`src/rtl/swreg_pkg.sv`:
```
package swreg_pkg;
  localparam int ADDR_W = 5;
  localparam int DATA_W = 8;
  localparam int SW_W   = 7;
  localparam int TRIG_W = 3;
  localparam int ID_W   = 4;
  localparam int ERR_W  = 5;
  localparam int STAT_W = DATA_W - 1;

  localparam logic [ADDR_W-1:0] A_SW   = 5'h00;
  localparam logic [ADDR_W-1:0] A_STAT = 5'h1A;
  localparam logic [ADDR_W-1:0] A_GID  = 5'h1B;
  localparam logic [ADDR_W-1:0] A_PM   = 5'h1C;
  localparam logic [ADDR_W-1:0] A_PID  = 5'h1D;
  localparam logic [ADDR_W-1:0] A_MID  = 5'h1E;
  localparam logic [ADDR_W-1:0] A_USID = 5'h1F;

  localparam logic [7:0]      PROD_ID   = 8'h06;
  localparam logic [9:0]      MFR_ID    = 10'h1B0;
  localparam logic [ID_W-1:0] USID_INIT = 4'hB;

  typedef enum logic [1:0] {
    PM_ACTIVE  = 2'b00,
    PM_STARTUP = 2'b01,
    PM_LOWPWR  = 2'b10,
    PM_RSVD    = 2'b11
  } pwr_mode_e;

  typedef struct packed {
    logic wrSw;
    logic wrGid;
    logic wrPm;
    logic wrUsid;
    logic swReset;
    logic fire;
    logic rdEn;
    logic rdStatus;
    logic rdUnused;
    logic wrUnused;
  } strobe_t;
endpackage

```
`src/rtl/swreg_ctrl.sv`:
```
module swreg_ctrl
  import swreg_pkg::*;
(
  input  logic              clk,
  input  logic              rstN,
  input  logic              reqValid,
  input  logic              reqWrite,
  input  logic [ADDR_W-1:0] reqAddr,
  input  logic [DATA_W-1:0] reqWdata,
  input  logic [7:0]        reqKeyProd,
  input  logic [9:0]        reqKeyMfr,
  output strobe_t           st
);
  logic isWr, isRd, usedAddr, keyOk;
  logic [TRIG_W-1:0] newMask, newTrig;
  logic unusedBit;

  assign unusedBit = reqWdata[6];
  assign isWr      = reqValid && reqWrite;
  assign isRd      = reqValid && !reqWrite;
  assign usedAddr  = (reqAddr == A_SW) || (reqAddr >= A_STAT);
  assign keyOk     = (reqKeyProd == PROD_ID) && (reqKeyMfr == MFR_ID);
  assign newMask   = reqWdata[2*TRIG_W-1:TRIG_W];
  assign newTrig   = reqWdata[TRIG_W-1:0];

  always_comb begin
    st          = '0;
    st.wrSw     = isWr && (reqAddr == A_SW);
    st.wrGid    = isWr && (reqAddr == A_GID);
    st.wrPm     = isWr && (reqAddr == A_PM);
    st.wrUsid   = isWr && (reqAddr == A_USID) && keyOk;
    st.swReset  = isWr && (reqAddr == A_STAT) && reqWdata[DATA_W-1];
    st.fire     = st.wrPm && ((newTrig & ~newMask) != '0);
    st.rdEn     = isRd;
    st.rdStatus = isRd && (reqAddr == A_STAT);
    st.rdUnused = isRd && !usedAddr;
    st.wrUnused = isWr && !usedAddr;
  end


  strobe_excl_chk: assert property (@(posedge clk) disable iff (!rstN)
    $onehot0({st.wrSw, st.wrGid, st.wrPm, st.wrUsid, st.swReset, st.wrUnused,
              st.rdEn}));
endmodule

```
`src/rtl/swreg_dp.sv`:
```
module swreg_dp
  import swreg_pkg::*;
(
  input  logic              clk,
  input  logic              rstN,
  input  strobe_t           st,
  input  logic [ADDR_W-1:0] reqAddr,
  input  logic [DATA_W-1:0] reqWdata,
  input  logic [ERR_W-1:0]  errEvt,
  output logic [DATA_W-1:0] rdData,
  output logic [SW_W-1:0]   swState,
  output logic [1:0]        pwrMode,
  output logic [ID_W-1:0]   usid
);
  logic [SW_W-1:0]   shadowSw, activeSw;
  logic [ID_W-1:0]   gid, usidReg;
  logic [TRIG_W-1:0] mask;
  pwr_mode_e         pm;
  logic [STAT_W-1:0] statusReg, statusNext;
  logic [DATA_W-1:0] rdMux;

  always_ff @(posedge clk or negedge rstN) begin
    if (!rstN) begin
      shadowSw <= '0;
      activeSw <= '0;
      gid      <= '0;
      pm       <= PM_LOWPWR;
      mask     <= '0;
      usidReg  <= USID_INIT;
    end else if (st.swReset) begin
      shadowSw <= '0;
      activeSw <= '0;
      gid      <= '0;
      pm       <= PM_LOWPWR;
      mask     <= '0;
    end else begin
      if (st.wrSw) shadowSw <= reqWdata[SW_W-1:0];
      if (st.wrSw && (&mask)) activeSw <= reqWdata[SW_W-1:0];
      if (st.fire) activeSw <= shadowSw;
      if (st.wrGid) gid <= reqWdata[ID_W-1:0];
      if (st.wrPm) begin
        pm   <= pwr_mode_e'(reqWdata[DATA_W-1:DATA_W-2]);
        mask <= reqWdata[2*TRIG_W-1:TRIG_W];
      end
      if (st.wrUsid) usidReg <= reqWdata[ID_W-1:0];
    end
  end

  always_comb begin
    statusNext      = st.rdStatus ? '0 : statusReg;
    statusNext[6:3] = statusNext[6:3] | errEvt[4:1];
    statusNext[0]   = statusNext[0] | errEvt[0];
    statusNext[2]   = statusNext[2] | st.rdUnused;
    statusNext[1]   = statusNext[1] | st.wrUnused;
  end

  always_ff @(posedge clk or negedge rstN) begin
    if (!rstN)           statusReg <= '0;
    else if (st.swReset) statusReg <= '0;
    else                 statusReg <= statusNext;
  end

  always_comb begin
    case (reqAddr)
      A_SW:    rdMux = {1'b0, shadowSw};
      A_STAT:  rdMux = {1'b0, statusReg};
      A_GID:   rdMux = {{(DATA_W-ID_W){1'b0}}, gid};
      A_PM:    rdMux = {pm, mask, {TRIG_W{1'b0}}};
      A_PID:   rdMux = PROD_ID;
      A_MID:   rdMux = MFR_ID[7:0];
      A_USID:  rdMux = {2'b00, MFR_ID[9:8], usidReg};
      default: rdMux = '0;
    endcase
  end

  always_ff @(posedge clk or negedge rstN) begin
    if (!rstN)        rdData <= '0;
    else if (st.rdEn) rdData <= rdMux;
  end

  assign swState = (pm == PM_LOWPWR) ? '0 : activeSw;
  assign pwrMode = pm;
  assign usid    = usidReg;


  swreset_chk: assert property (@(posedge clk) disable iff (!rstN)
    st.swReset |=> (pwrMode == 2'b10 && swState == '0 && statusReg == '0 && mask == '0));


  unused_flag_chk: assert property (@(posedge clk) disable iff (!rstN)
    (st.wrUnused || st.rdUnused) |=> (statusReg[1] || statusReg[2]));


  active_hold_chk: assert property (@(posedge clk) disable iff (!rstN)
    (!st.fire && !st.swReset && !(st.wrSw && (&mask))) |=> $stable(activeSw));


  trig_read_chk: assert property (@(posedge clk) disable iff (!rstN)
    (st.rdEn && reqAddr == A_PM) |=> (rdData[TRIG_W-1:0] == '0));
endmodule

```
`src/rtl/swreg_file.sv`:
```
module swreg_file
  import swreg_pkg::*;
(
  input  logic        clk,
  input  logic        rstN,
  input  logic        reqValid,
  input  logic        reqWrite,
  input  logic [4:0]  reqAddr,
  input  logic [7:0]  reqWdata,
  input  logic [7:0]  reqKeyProd,
  input  logic [9:0]  reqKeyMfr,
  input  logic [4:0]  errEvt,
  output logic [7:0]  rdData,
  output logic [6:0]  swState,
  output logic [1:0]  pwrMode,
  output logic [3:0]  usid
);
  strobe_t st;

  swreg_ctrl u_ctrl (
    .clk(clk), .rstN(rstN), .reqValid(reqValid), .reqWrite(reqWrite),
    .reqAddr(reqAddr), .reqWdata(reqWdata), .reqKeyProd(reqKeyProd),
    .reqKeyMfr(reqKeyMfr), .st(st)
  );

  swreg_dp u_dp (
    .clk(clk), .rstN(rstN), .st(st), .reqAddr(reqAddr), .reqWdata(reqWdata),
    .errEvt(errEvt), .rdData(rdData), .swState(swState), .pwrMode(pwrMode),
    .usid(usid)
  );


  usid_lock_chk: assert property (@(posedge clk) disable iff (!rstN)
    (reqValid && reqWrite && reqAddr == 5'h1F &&
     (reqKeyProd != 8'h06 || reqKeyMfr != 10'h1B0)) |=> $stable(usid));
endmodule

```
`config.mk`:
```
export PLATFORM = sky130hd
export DESIGN_NAME = swreg_file
export DESIGN_NICKNAME = d
export VERILOG_FILES = /design/src/rtl/swreg_pkg.sv /design/src/rtl/swreg_ctrl.sv /design/src/rtl/swreg_dp.sv /design/src/rtl/swreg_file.sv
export SDC_FILE = /design/constraint.sdc
export NUM_CORES = 1
export LEC_CHECK = 0
export BUFFER_PORTS_ARGS = -buffer_cell sky130_fd_sc_hd__buf_2
export CAP_MARGIN = 20
export CELL_PAD_IN_SITES_DETAIL_PLACEMENT = 1
export CELL_PAD_IN_SITES_GLOBAL_PLACEMENT = 1
export CORE_UTILIZATION = 35
export DETAILED_ROUTE_END_ITERATION = 8
export HOLD_SLACK_MARGIN = 0.1
export PLACE_DENSITY_LB_ADDON = 0.1
export SLEW_MARGIN = 20
export SYNTH_ARGS = -nofsm -noshare
export SYNTH_HDL_FRONTEND = slang
export SYNTH_SLANG_ARGS = --single-unit
export TNS_END_PERCENT = 100
```
`constraint.sdc`:
```
create_clock -name clk -period 1.3 [get_ports clk]
set_input_delay 0.065 -clock clk [delete_from_list [all_inputs] [get_ports clk]]
set_output_delay 0.065 -clock clk [all_outputs]
set_load 0.01 [all_outputs]
```
* Word-level counts from Yosys, hierarchy flattened
Index checks and enable logic that the tools add are counted.
** Operators by class
- Magnitude comparators :: 1
- Equal/unequal tests :: 9
- Mux-type cells :: 15
- Bitwise operators :: 7
- Reductions and logical operators :: 26
** Operators by type and width (count)
- 2-to-1 mux 7 bit :: 8
- one-hot mux 8 bit (7 select lines) :: 1
- == test 5 bit (second input constant) :: 6
- logical AND 1 bit :: 15
- == test 10 x 9 -> 1 bit (second input constant) :: 1
- == test 8 x 3 -> 1 bit (second input constant) :: 1
- 2-to-1 mux 4 bit :: 2
- 2-to-1 mux 3 bit :: 2
- nonzero test 2 bit :: 3
- nonzero test 3 bit :: 2
- >= comparator 5 bit (second input constant) :: 1
- logical NOT 5 bit :: 1
- 2-to-1 mux 2 bit :: 2
- OR 4 bit :: 1
- bitwise AND 3 bit :: 1
- inverter 3 bit :: 1
- OR 1 bit :: 3
- AND reduction 3 bit :: 1
- == test 2 bit (second input constant) :: 1
- logical NOT 1 bit :: 2
- AND reduction 2 bit :: 1
- logical OR 1 bit :: 1
- inverter 1 bit :: 1
** Storage, ports and cells
- Bits in registers :: 42
- Input bits :: 40
- Output and inout port bits :: 21
- Logic and storage cells :: 66

* Longest topological paths before layout
- Word-level depth :: 6
- Mapped depth :: 8
- Gate-level depth less buffers :: 5

* Modules after synthesis
A second synthesis with hierarchy kept.
** Second synthesis, totals
- Cells, all modules :: 225
- Area total of the unflattened synthesis :: 2264.7 µm²
** Modules (own cells, without submodules)
- swreg_dp :: times used 1, cells an instance 193, area an instance 2055.7 µm², seq. area each 1056.0 µm²
- swreg_ctrl :: times used 1, cells an instance 32, area an instance 209.0 µm², seq. area each 0.0 µm²

* Worst setup path after synthesis
No wires, ideal clock.
- Path kind :: input -> register
- Start :: input reqAddr[4]
- End :: register u_dp.activeSw[6]
- Setup time :: 92 ps
- Arrival :: 1469 ps
- Required time :: 1208 ps
- Slack :: -261 ps
- Stages :: 8
- Path buffers :: 3
- Cell sequence :: buf_4 nand4b_4 or3b_1 buf_6 a31o_1 buf_6 mux2i_1 o31ai_2
** On the way
- Longest elaborated chain between the ends :: 5
- Elaborated cells between the ends (all ways) :: 12
- Those cells by class :: eq/ne (2); mux (2); reduce/logical (8)
** RTL lines
- start, declared :: RTL line swreg_file.sv:8 : input logic [4:0] reqAddr,
- == test 5 bit :: RTL line swreg_ctrl.sv:30 : st.wrPm = isWr && (reqAddr == A_PM);
- logical AND 1 bit :: RTL line swreg_ctrl.sv:30
- logical AND 1 bit :: RTL line swreg_ctrl.sv:33 : st.fire = st.wrPm && ((newTrig & ~newMask) != '0);
- 2-to-1 mux 7 bit :: RTL line swreg_dp.sv:39 : if (st.fire) activeSw <= shadowSw;
- 2-to-1 mux 7 bit :: RTL line swreg_dp.sv:30 : end else if (st.swReset) begin
- end signal, assigned :: RTL line swreg_dp.sv:38 : if (st.wrSw && (&mask)) activeSw <= reqWdata[SW_W-1:0];
- end signal, assigned :: RTL line swreg_dp.sv:39
- end, declared :: RTL line swreg_dp.sv:15 : logic [SW_W-1:0] shadowSw, activeSw;
Parallel ways exist; a longest one is shown, timed or not.
A chain may end at the register's enable or synchronous reset.

* Worst setup path in the final report
- Start :: register u_dp.gid[3]
- End :: register u_dp.rdData[3]
** On the way
- Longest elaborated chain between the ends :: 1
** RTL lines
- start, declared :: RTL line swreg_dp.sv:16 : logic [ID_W-1:0] gid, usidReg;
- start signal, assigned :: RTL line swreg_dp.sv:40 : if (st.wrGid) gid <= reqWdata[ID_W-1:0];
- one-hot mux 8 bit (7 select lines) :: RTL line swreg_dp.sv:64 : case (reqAddr)
- end signal, assigned :: RTL line swreg_dp.sv:78 : else if (st.rdEn) rdData <= rdMux;
- end, declared :: RTL line swreg_dp.sv:10 : output logic [DATA_W-1:0] rdData,
No other way between the ends.

==> run summary <==
Synth Instances -> 221
Crit path depth -> 4
Worst Path Buf+Inv -> 0
Pins Over Slew Limit -> 0
reg2reg start -> u_dp.gid[3]
failing checks -> negative setup slack
post-layout worst setup margin -> -0.0145 ns
Switching Fraction -> 27.1%
Yosys Warn Count -> 0
syn_nets -> 261
final instance area -> 3250 µm²
GR peak layer -> met2
number of global-route vias before repair -> 2266
slowest stage delay, CP -> 0.39 ns
mean area per synthesized cell -> 10.0 µm²
CTS Buf Count -> 5
top_reg_cell synth -> dfrtp_1
RSZ-0062 raised after global routing -> yes
top post-synthesis cells by area -> dfrtp_1 (43%), mux2i_1 (7.7%), dfstp_2 (4.7%)
CP delay by family, top -> compound AO/OA/AOI/OAI gates
largest fanout on the critical path -> 2
net switching power -> 883 µW
cell depth of the worst flop-to-flop path -> 4
Setup Skew -> 0.00954 ns
area leader, netlist -> dfrtp_1
core area -> 6030 µm²
post-synthesis sequential area ratio -> 47.6%
Tot Pwr -> 3260 µW
nature of the critical path endpoint -> flip-flop
Hold WS -> 0.149 ns
vias per inst -> 5.19
GRT Overall Usage -> 22.2%
LEAKAGE -> 0.00162 µW
Final Critical Period -> 1.31 ns
crit path launch -> u_dp.gid[3]
Reg-to-Reg End -> u_dp.rdData[3]
Setup crit start kind -> flip-flop
CP max stage cell -> dfrtp_1
Hold Crit Depth -> 4
Initial Utilization -> 36.8%
Die Y -> 81.6 µm
io pins -> 61
Detailed Routing Iterations Pass 1 -> 4
P&R area growth vs syn -> 46.5%
Register-to-Register Setup Slack -> -0.01 ns
M1 GR Usage -> 26.6%
Filler cells -> 702
htree depth -> 2
first-pass GRT wire length -> 11000 µm
DR iter-0 viols -> 85
share of power burned in registers -> 47.0%
clk root buf -> clkbuf_8
placed cell area -> 2910 µm²
IO buf count -> 60
worst skew pair latency -> 0.30 ns
Crit path arrival time -> 1.49 ns
clk slew on worst S/H paths -> 0.09 ns
Clock Tree Buf Depth -> 2
final setup violation count -> 1
ys async rst share -> 100%
fin util -> 53.9%
clock power share -> 31.8%
outcome -> complete, but fails checks
RD Place Congestion -> 0.803
routed via count -> 2117
M3 GR Usage -> 4.00%
synthesized area -> 2220 µm²
Final Hold Fails -> 0
Max-Cap Viols -> 0
period utilization -> 101%
Die ar. -> 6660 µm²
drt total wl -> 6680 µm
Yosys top cell area share -> 42.9%
PD cells -> 1000 nW/µm²
CP endpoint -> u_dp.rdData[3]
post-route ant nets -> 0
DRC Markers -> 0
DP Worst Slack -> -0.283 ns
Inserted Diodes -> 0
WL per Instance -> 16.4 µm
HP Class -> input pin to flip-flop
Post-synth EDFFs -> 0
f_max -> 761 MHz
routing usage on met2 -> 39.5%
row count -> 28
Gate power share -> 21.2%
post-synth cell types -> 42
Worst Tran Pin Value -> 0.460 ns
crit-path cells -> mux2_2 -> a32o_2 -> a221oi_2 -> o21ai_1
CTS tree -> built
final net count -> 372
maximum resistive drop on vdd -> 0.000597 V
GR Overflow Total -> 0
Die Span X -> 81.6 µm
Pint -> 2370 µW
fraction of layout cells with a size suffix above 1 -> 46.8%
# clock sinks -> 42
largest net degree at the start of global routing -> 43
antenna violations before repair -> 0
Data required, critical path -> 1.47 ns
Rel. slew slack -> 69.3%
flops & latches, synth -> 42
post-DP HPWL -> 5200 µm
CP Class -> flip-flop to flip-flop
metrics by stage:
step	TNS (ns)	cells
6_report	-0.0145	408
5_1_grt	-0.498	408
4_1_cts	-0.0750	405
3_5_place_dp	-8.44	387
3_3_place_gp	-7.47	387
2_1_floorplan	-2.07	221
cells by family (layout without fill, tap and decap cells):
kind of cell	after synthesis	count (layout)	synth area share, %
simple gates	96	96	22.9
compound gates	45	45	14.1
flops	42	42	47.6
mux	23	23	10.7
buf+inv	15	127	4.63
worst register-to-register path, cell delays in order, from the launching register on:
cell and delay, ns:
dfrtp_1 0.39, mux2_2 0.27, a32o_2 0.26, a221oi_2 0.19, o21ai_1 0.08
power groups by stage:
stage	Combinational (µW)	Clock, µW	Sequential [µW]
global route	768	1120	1550
global placement	549	0	1550
CTS	637	1060	1530
floorplan	268	0	1530
detailed placement	570	0	1550
finish	691	1040	1530
layout by cell type, fill, tap and decap left out, drive strengths merged, types with 2 or more instances in the layout:
cell type	synthesis	final
nor2	29	29
nand2b	8	8
nand4	2	2
dfrtp	38	38
and2	10	10
a32oi	2	2
o31ai	9	9
nand3	5	5
a221oi	5	5
nand4b	2	2
mux2	6	6
inv	2	2
nand2	27	27
clkinv	0	2
a22oi	3	3
clkbuf	1	5
buf	12	108
dlygate4sd3	0	9
nor2b	2	2
a21oi	8	8
dfstp	4	4
o21ai	14	14
nor4	2	2
mux2i	17	17
nor3	2	2
per-layer routing:
layer	up-vias	share of wire, %
met5	-	0
met4	0	1.5
met3	11	3.0
met2	53	52
met1	1042	44
li1	1011	-
synth_stat cells, types with 2 or more instances:
cell type	number
nand2_1	27
nor2_1	28
mux2i_1	17
o31ai_1	6
a22oi_1	3
dfstp_2	4
o31ai_2	3
nand3_1	5
o21ai_0	13
a32oi_1	2
inv_1	2
buf_2	4
a21oi_1	8
dfrtp_1	38
nand2b_1	8
mux2_2	6
buf_6	3
nand4_1	2
buf_4	5
a221oi_1	5
and2_1	10
nor2b_1	2
worst min-delay path by stage:
stage / slack (ns) / to / from
after floorplan: -0.23 / u_dp.activeSw[0] / rstN
after global placement: 0.06 / u_dp.activeSw[5] / rstN
after detailed placement: 0.06 / u_dp.activeSw[3] / rstN
after CTS: 0.15 / u_dp.shadowSw[5] / reqWdata[5]
after global routing: 0.16 / u_dp.usid[0] / reqWdata[0]
final: 0.15 / u_dp.shadowSw[5] / reqWdata[5]
cell type report:
cell class	instances	area, µm²	area share [%]
flip-flops and latches	42	1060	32.5
well taps	75	93.8	2.89
repair buffers	117	820	25.2
clock inverters	3	40.0	1.23
clock buffers	5	68.8	2.12
multi-input cells	164	1160	35.8
inverters	2	7.51	0.231
timing repair:
item,in CTS,in global routing
buffers inserted,1,3
endpoints found under the hold margin,52,0
pin swaps,4,7
resized for setup,11,16
setup endpoints to repair,17,22
hold buffers,9,0
sequential cells by signal (all words and copies together) (netlist names):
name / flops
u_dp.activeSw: 7
u_dp.mask: 3
u_dp.usid: 4
u_dp.shadowSw: 7
u_dp.pwrMode: 2
u_dp.statusReg: 7
u_dp.rdData: 8
u_dp.gid: 4
(Power assumes the default switching activity.)
